===== config.mk =====
export PLATFORM = sky130hd
export DESIGN_NAME = cfg_guard_ctrl
export DESIGN_NICKNAME = d
export VERILOG_FILES = /design/src/rtl/cfg_guard_pkg.sv /design/src/rtl/cfg_fuse_mem.sv /design/src/rtl/cfg_sig_bank.sv /design/src/rtl/cfg_lock_bit.sv /design/src/rtl/cfg_guard_ctrl.sv
export SDC_FILE = /design/constraint.sdc
export NUM_CORES = 1
export LEC_CHECK = 0
export CORE_UTILIZATION = 50
export DETAILED_ROUTE_END_ITERATION = 10
export DONT_BUFFER_PORTS = 1
export HOLD_SLACK_MARGIN = 0.02
export PLACE_DENSITY = 0.75
export SLEW_MARGIN = 20
export SYNTH_ARGS = -nofsm -noshare
export SYNTH_HDL_FRONTEND = slang
export SYNTH_SLANG_ARGS = --single-unit

===== constraint.sdc =====
create_clock -name clk_i -period 2.9 [get_ports clk_i]
set_clock_uncertainty 0.2 [all_clocks]
set_input_delay 0.58 -clock clk_i [delete_from_list [all_inputs] [get_ports clk_i]]
set_output_delay 0.58 -clock clk_i [all_outputs]
set_load 0.03 [all_outputs]

===== src/rtl/cfg_guard_pkg.sv =====
package cfg_guard_pkg;
  typedef enum logic [2:0] {
    OP_RD_FUSE = 3'd0,
    OP_WR_FUSE = 3'd1,
    OP_RD_SIG  = 3'd2,
    OP_WR_SIG  = 3'd3,
    OP_PRELOAD = 3'd4,
    OP_LOCK    = 3'd5,
    OP_ERASE   = 3'd6,
    OP_RSVD    = 3'd7
  } cg_op_e;

  typedef enum logic [1:0] {
    ST_IDLE  = 2'd0,
    ST_EXEC  = 2'd1,
    ST_SWEEP = 2'd2
  } cg_state_e;

  localparam int SIG_BYTES = 8;
  localparam int SIG_IDX_W = 3;
endpackage


===== src/rtl/cfg_fuse_mem.sv =====
module cfg_fuse_mem #(
  parameter int ADDR_W = 6,
  parameter int DATA_W = 8
) (
  input  logic              clk_i,
  input  logic              we_i,
  input  logic [ADDR_W-1:0] waddr_i,
  input  logic [DATA_W-1:0] wdata_i,
  input  logic [ADDR_W-1:0] raddr_i,
  output logic [DATA_W-1:0] rdata_o
);
  localparam int DEPTH = 1 << ADDR_W;

  logic [DATA_W-1:0] cells [DEPTH];

  always_ff @(posedge clk_i) begin
    if (we_i) cells[waddr_i] <= wdata_i;
    rdata_o <= cells[raddr_i];
  end
endmodule


===== src/rtl/cfg_sig_bank.sv =====
module cfg_sig_bank
  import cfg_guard_pkg::*;
(
  input  logic                 clk_i,
  input  logic                 rst_i,
  input  logic                 we_i,
  input  logic [SIG_IDX_W-1:0] idx_i,
  input  logic [7:0]           wdata_i,
  output logic [7:0]           rdata_o
);
  logic [7:0] bytes_q [SIG_BYTES];

  for (genvar g = 0; g < SIG_BYTES; g++) begin : g_byte
    always_ff @(posedge clk_i) begin
      if (rst_i)
        bytes_q[g] <= 8'h00;
      else if (we_i && (idx_i == SIG_IDX_W'(g)))
        bytes_q[g] <= wdata_i;
    end
  end

  assign rdata_o = bytes_q[idx_i];
endmodule


===== src/rtl/cfg_lock_bit.sv =====
module cfg_lock_bit (
  input  logic clk_i,
  input  logic rst_i,
  input  logic set_i,
  input  logic clr_i,
  output logic lock_o
);
  always_ff @(posedge clk_i) begin
    if (rst_i)      lock_o <= 1'b0;
    else if (clr_i) lock_o <= 1'b0;
    else if (set_i) lock_o <= 1'b1;
  end
endmodule


===== src/rtl/cfg_guard_ctrl.sv =====
module cfg_guard_ctrl
  import cfg_guard_pkg::*;
#(
  parameter int ADDR_W = 6,
  parameter int DATA_W = 8
) (
  input  logic              clk_i,
  input  logic              rst_i,
  input  logic              cmd_valid_i,
  input  logic [2:0]        cmd_op_i,
  input  logic [ADDR_W-1:0] cmd_addr_i,
  input  logic [DATA_W-1:0] cmd_wdata_i,
  output logic              cmd_ready_o,
  output logic              rsp_done_o,
  output logic              rsp_err_o,
  output logic [DATA_W-1:0] rsp_data_o,
  output logic              preload_stb_o,
  output logic [DATA_W-1:0] preload_val_o,
  output logic              locked_o
);
  localparam logic [ADDR_W-1:0] LAST_ADDR = {ADDR_W{1'b1}};
  localparam logic [DATA_W-1:0] ERASED    = {DATA_W{1'b1}};

  cg_state_e         st_q;
  cg_op_e            op_q;
  logic [ADDR_W-1:0] addr_q;
  logic [DATA_W-1:0] wdata_q;
  logic [ADDR_W-1:0] sweep_q;
  logic              lock_q;
  logic              accept;
  logic              mem_we;
  logic [ADDR_W-1:0] mem_waddr;
  logic [DATA_W-1:0] mem_wdata;
  logic [DATA_W-1:0] mem_rdata;
  logic              sig_we;
  logic [7:0]        sig_rdata;
  logic              lock_set;
  logic              lock_clr;

  assign accept      = cmd_valid_i && (st_q == ST_IDLE);
  assign cmd_ready_o = (st_q == ST_IDLE);
  assign locked_o    = lock_q;

  assign mem_we    = (st_q == ST_SWEEP) || ((st_q == ST_EXEC) && (op_q == OP_WR_FUSE));
  assign mem_waddr = (st_q == ST_SWEEP) ? sweep_q : addr_q;
  assign mem_wdata = (st_q == ST_SWEEP) ? ERASED : wdata_q;
  assign sig_we    = (st_q == ST_EXEC) && (op_q == OP_WR_SIG);
  assign lock_set  = (st_q == ST_EXEC) && (op_q == OP_LOCK);
  assign lock_clr  = (st_q == ST_SWEEP) && (sweep_q == LAST_ADDR);

  cfg_fuse_mem #(.ADDR_W(ADDR_W), .DATA_W(DATA_W)) fuse_i (
    .clk_i   (clk_i),
    .we_i    (mem_we),
    .waddr_i (mem_waddr),
    .wdata_i (mem_wdata),
    .raddr_i (cmd_addr_i),
    .rdata_o (mem_rdata)
  );

  cfg_sig_bank sig_i (
    .clk_i   (clk_i),
    .rst_i   (rst_i),
    .we_i    (sig_we),
    .idx_i   (addr_q[SIG_IDX_W-1:0]),
    .wdata_i (wdata_q[7:0]),
    .rdata_o (sig_rdata)
  );

  cfg_lock_bit lock_i (
    .clk_i  (clk_i),
    .rst_i  (rst_i),
    .set_i  (lock_set),
    .clr_i  (lock_clr),
    .lock_o (lock_q)
  );

  always_ff @(posedge clk_i) begin
    if (rst_i) begin
      st_q          <= ST_IDLE;
      op_q          <= OP_RSVD;
      addr_q        <= '0;
      wdata_q       <= '0;
      sweep_q       <= '0;
      rsp_done_o    <= 1'b0;
      rsp_err_o     <= 1'b0;
      rsp_data_o    <= '0;
      preload_stb_o <= 1'b0;
      preload_val_o <= '0;
    end else begin
      rsp_done_o    <= 1'b0;
      preload_stb_o <= 1'b0;
      unique case (st_q)
        ST_IDLE: begin
          if (accept) begin
            op_q    <= cg_op_e'(cmd_op_i);
            addr_q  <= cmd_addr_i;
            wdata_q <= cmd_wdata_i;
            st_q    <= ST_EXEC;
          end
        end
        ST_EXEC: begin
          st_q       <= ST_IDLE;
          rsp_done_o <= 1'b1;
          rsp_err_o  <= 1'b0;
          rsp_data_o <= '0;
          unique case (op_q)
            OP_RD_FUSE: begin
              if (lock_q) rsp_err_o  <= 1'b1;
              else        rsp_data_o <= mem_rdata;
            end
            OP_RD_SIG: rsp_data_o <= DATA_W'(sig_rdata);
            OP_PRELOAD: begin
              if (lock_q) rsp_err_o <= 1'b1;
              else begin
                preload_stb_o <= 1'b1;
                preload_val_o <= wdata_q;
              end
            end
            OP_ERASE: begin
              st_q       <= ST_SWEEP;
              rsp_done_o <= 1'b0;
              sweep_q    <= '0;
            end
            OP_RSVD: rsp_err_o <= 1'b1;
            default: ;
          endcase
        end
        ST_SWEEP: begin
          sweep_q <= sweep_q + 1'b1;
          if (sweep_q == LAST_ADDR) begin
            st_q       <= ST_IDLE;
            rsp_done_o <= 1'b1;
            rsp_err_o  <= 1'b0;
            rsp_data_o <= '0;
          end
        end
        default: st_q <= ST_IDLE;
      endcase
    end
  end


  done_pulse_chk: assert property (@(posedge clk_i) disable iff (rst_i)
    rsp_done_o |=> !rsp_done_o);


  accept_busy_chk: assert property (@(posedge clk_i) disable iff (rst_i)
    (cmd_valid_i && cmd_ready_o) |=> !cmd_ready_o);


  refused_zero_chk: assert property (@(posedge clk_i) disable iff (rst_i)
    (rsp_done_o && rsp_err_o) |-> (rsp_data_o == '0));


  preload_gate_chk: assert property (@(posedge clk_i) disable iff (rst_i)
    preload_stb_o |-> !lock_q);


  unlock_by_erase_chk: assert property (@(posedge clk_i) disable iff (rst_i)
    ($fell(lock_q) && !$past(rst_i)) |-> ($past(st_q) == ST_SWEEP));


  preload_with_done_chk: assert property (@(posedge clk_i) disable iff (rst_i)
    preload_stb_o |-> rsp_done_o);
endmodule


==> results.ini <==
[synthesis]
ys.flop_type=edfxtp_1
yosysSeqAreaShare_pct=73.5
synth_edf_count=576
synth-async-reset-ratio_pct=0
avgSynthCellArea_um2=18.2
syn_inst=1375
synth_nets=1401
ys_types=46
syn-cell-area_um2=25100
synth_seq_cells=632
ys_warn_count=0

[timing]
tns_ns=0
fmax_ghz=0.365
setup_viol=0
hold_viol=0
fin_ws_ns=0.158
fin_crit_sh_pct=94.5
tightest_slew_ns=0.813
final_max_slew_viol_count=0
hold_slack_ns=0.0566
rsz0062_at_grt=false
relSlewSlack_pct=45.8
period_needed_ns=2.74

[routing]
ant_nets=0
routed_wl_mm=55.3
wl_met1_mm=22.3
vias=13148
wl_per_cell_um=25.1
first_iter_violations=1677
firstDrtPassIters=6
met3_wirelength_mm=5.31
drc=0
routed.top_layer=met4
wl_met2_mm=26.1
vias_per_cell=5.95

[power]
power_density_nw_per_um2=662
leakage_uw=0.00950
power_uw=18900
ir_drop_v=0.000425

[finish]
diodes=0
multi_input_area_um2=6260
area_delta_synth_final_pct=14.1
fill_cells=3466
regArea_um2=18400
nets=1521
stdcell_count=2208
drive_gt1_share_pct=23.7

[worst_setup_path]
required_ns=3.02
arrival_ns=2.86
cp_num_buf_inv=3
critical-path-top-delay-family=simple AND/OR/NAND/NOR gates
crit_chain=inv_1, ha_1, nand3b_1, o21bai_1, buf_4, nand3_1, nor2_1, buf_4
start_kind=flip-flop
crit_path_frequent_cell=buf_4
worstSetupPathType=flip-flop to flip-flop
path_max_fanout=10
cp_slowest_stage_delay_ns=0.35
crit_path_end_kind=flip-flop
worst_path_max_delay_cell=nor2_1

[global_routing]
antenna_found_initial=0
grt_max_degree=129
grt_pass1_vias=13342
grt_usage_pct=22.4
grt_first_pass_wirelength_mm=83.4
grt-ovfl-total=0

[place]
gp_congestion=0.846
dp_slack_ns=0.0888
port_buffers=0
dpl.cell_count=2078
place_hpwl_mm=32.9

[cts]
cts_root_buf=clkbuf_16
clockBufferDepth=3
clk-insertion-delay-late_ns=0.61
clk_pin_slew_ns=0.06
cts_buffers=60
clock-sinks=632
cts_setup_buffers=0
tritoncts=yes
cts_max_level=2

[floorplan]
rows=81
die_x_um=226
initial_core_util_pct=51.0
dieArea_um2=51000
core_um2=49200
io_pins=41
die_y_um=226

[run]
cap_violations=0

[run_status]
status=finished, final reports clean

[min_path]
hold_path_class=primary input to flip-flop

## Yosys cell counts, types with 7 or more instances
cell / count / area (um2)
mux4_2: 137 / 3090
nor2b_1: 10 / 62.6
clkbuf_1: 41 / 154
or2_2: 10 / 62.6
a211oi_1: 8 / 60.1
nor2_1: 111 / 417
edfxtp_1: 576 / 17300
buf_2: 26 / 130
o21ai_0: 26 / 130
o22ai_1: 29 / 181
a32o_1: 7 / 70.1
o32ai_1: 7 / 61.3
nand2_1: 76 / 285
a22o_1: 8 / 70.1
nand3_1: 18 / 90.1
mux4_1: 7 / 184
dfxtp_1: 56 / 1120
mux2i_1: 33 / 330
nor3_1: 12 / 60.1
o21bai_1: 9 / 67.6
and2_1: 66 / 413
a21oi_1: 27 / 135
nand2b_1: 7 / 43.8
mux2_2: 11 / 124
nand3b_1: 9 / 67.6
## flip-flops by register name, summed over array words and instances, names as in the netlist, named ones only
signal / flops
rsp_err_o: 1
fuse_i.cells: 512
sweep_q: 6
addr_q: 6
rsp_done_o: 1
op_q: 3
sig_i.bytes_q: 64
rsp_data_o: 8
fuse_i.rdata_o: 8
lock_i.lock_o: 1
st_q: 2
wdata_q: 8
preload_val_o: 8
preload_stb_o: 1
## through the flow
stage,util (%),cell area [um2]
floorplan,-,25100
global placement,53.7,26400
detailed placement,53.7,26400
CTS,58.2,28600
global route,58.2,28600
finish,58.2,28600
## where the power goes
| group | leakage [uW] | switching [uW] | total [uW] | internal, uW |
|---|---|---|---|---|
| sequential | 0.00591 | 85.9 | 10200 | 10100 |
| clock | 0.000972 | 3240 | 7810 | 4570 |
| combinational | 0.00262 | 571 | 945 | 374 |
## per-layer routing
layer,GRT usage (%),up-vias
met2,34.5,590
li1,-,5723
met3,5.72,111
met1,31.4,6724
met4,7.13,0
met5,0,-
## layout by cell type (no fill, tap or decap), types with 3 or more instances in the layout
| cell type | Yosys | routed |
|---|---|---|
| edfxtp_1 | 576 | 576 |
| mux4_2 | 137 | 137 |
| buf_4 | 3 | 117 |
| nor2_1 | 111 | 111 |
| nand2_1 | 76 | 76 |
| and2_1 | 66 | 66 |
| clkbuf_16 | 0 | 64 |
| dfxtp_1 | 56 | 56 |
| mux2i_1 | 33 | 33 |
| o22ai_1 | 29 | 29 |
| a21oi_1 | 27 | 27 |
| o21ai_0 | 26 | 26 |
| nand3_1 | 18 | 18 |
| dlygate4sd3_1 | 0 | 18 |
| clkbuf_1 | 41 | 16 |
| nor3_1 | 12 | 12 |
| mux2_2 | 11 | 11 |
| nor2b_1 | 10 | 10 |
| or2_2 | 10 | 10 |
| nand3b_1 | 9 | 9 |
| o21bai_1 | 9 | 9 |
| a211oi_1 | 8 | 8 |
| a22o_1 | 8 | 8 |
| clkinv_1 | 0 | 8 |
| nand2b_1 | 7 | 7 |
| o32ai_1 | 7 | 7 |
| a32o_1 | 7 | 7 |
| mux4_1 | 7 | 7 |
| clkinv_2 | 0 | 7 |
| inv_1 | 6 | 6 |
| o21ai_1 | 6 | 6 |
| ha_1 | 6 | 5 |
| bufinv_16 | 0 | 5 |
| clkbuf_2 | 0 | 3 |
| clkbuf_8 | 0 | 3 |
## layout make-up
| type | instances | share of cell area (%) |
|---|---|---|
| well taps | 664 | 2.91 |
| clock buffers | 87 | 6.03 |
| clock inverters | 24 | 0.897 |
| multi-input cells | 659 | 21.9 |
| flip-flops and latches | 632 | 64.4 |
| inverters | 6 | 0.0788 |
| repair buffers | 136 | 3.77 |
## repair_timing
action / in CTS / in global routing
hold buffers: 19 / 0
hold endpoints to repair: 48 / 0
gates resized for setup: 0 / 1
setup endpoints to repair: 0 / 19
## cell families (layout without fill, tap and decap cells)
logic type | after synthesis | count (layout) | synth area share, %
flip-flops | 632 | 632 | 73.5
AND/OR/NAND/NOR | 326 | 326 | 6.19
multiplexers | 188 | 188 | 14.9
AO/OA/AOI/OAI | 139 | 139 | 3.61
buffers and inverters | 84 | 253 | 1.59
adder cells (fa/ha/maj) | 6 | 6 | 0.299
## worst paths after layout
path	start	endpoint	slack (ns)	depth (start not counted)
hold reg to reg	addr_q[3]	addr_q[3]	0.27	2
setup reg to reg	st_q[1]	fuse_i.cells[39][6]	0.16	8
hold / removal	rst_i	wdata_q[0]	0.06	2
setup / recovery	st_q[1]	fuse_i.cells[39][6]	0.16	8
(Power assumes the default switching activity.)
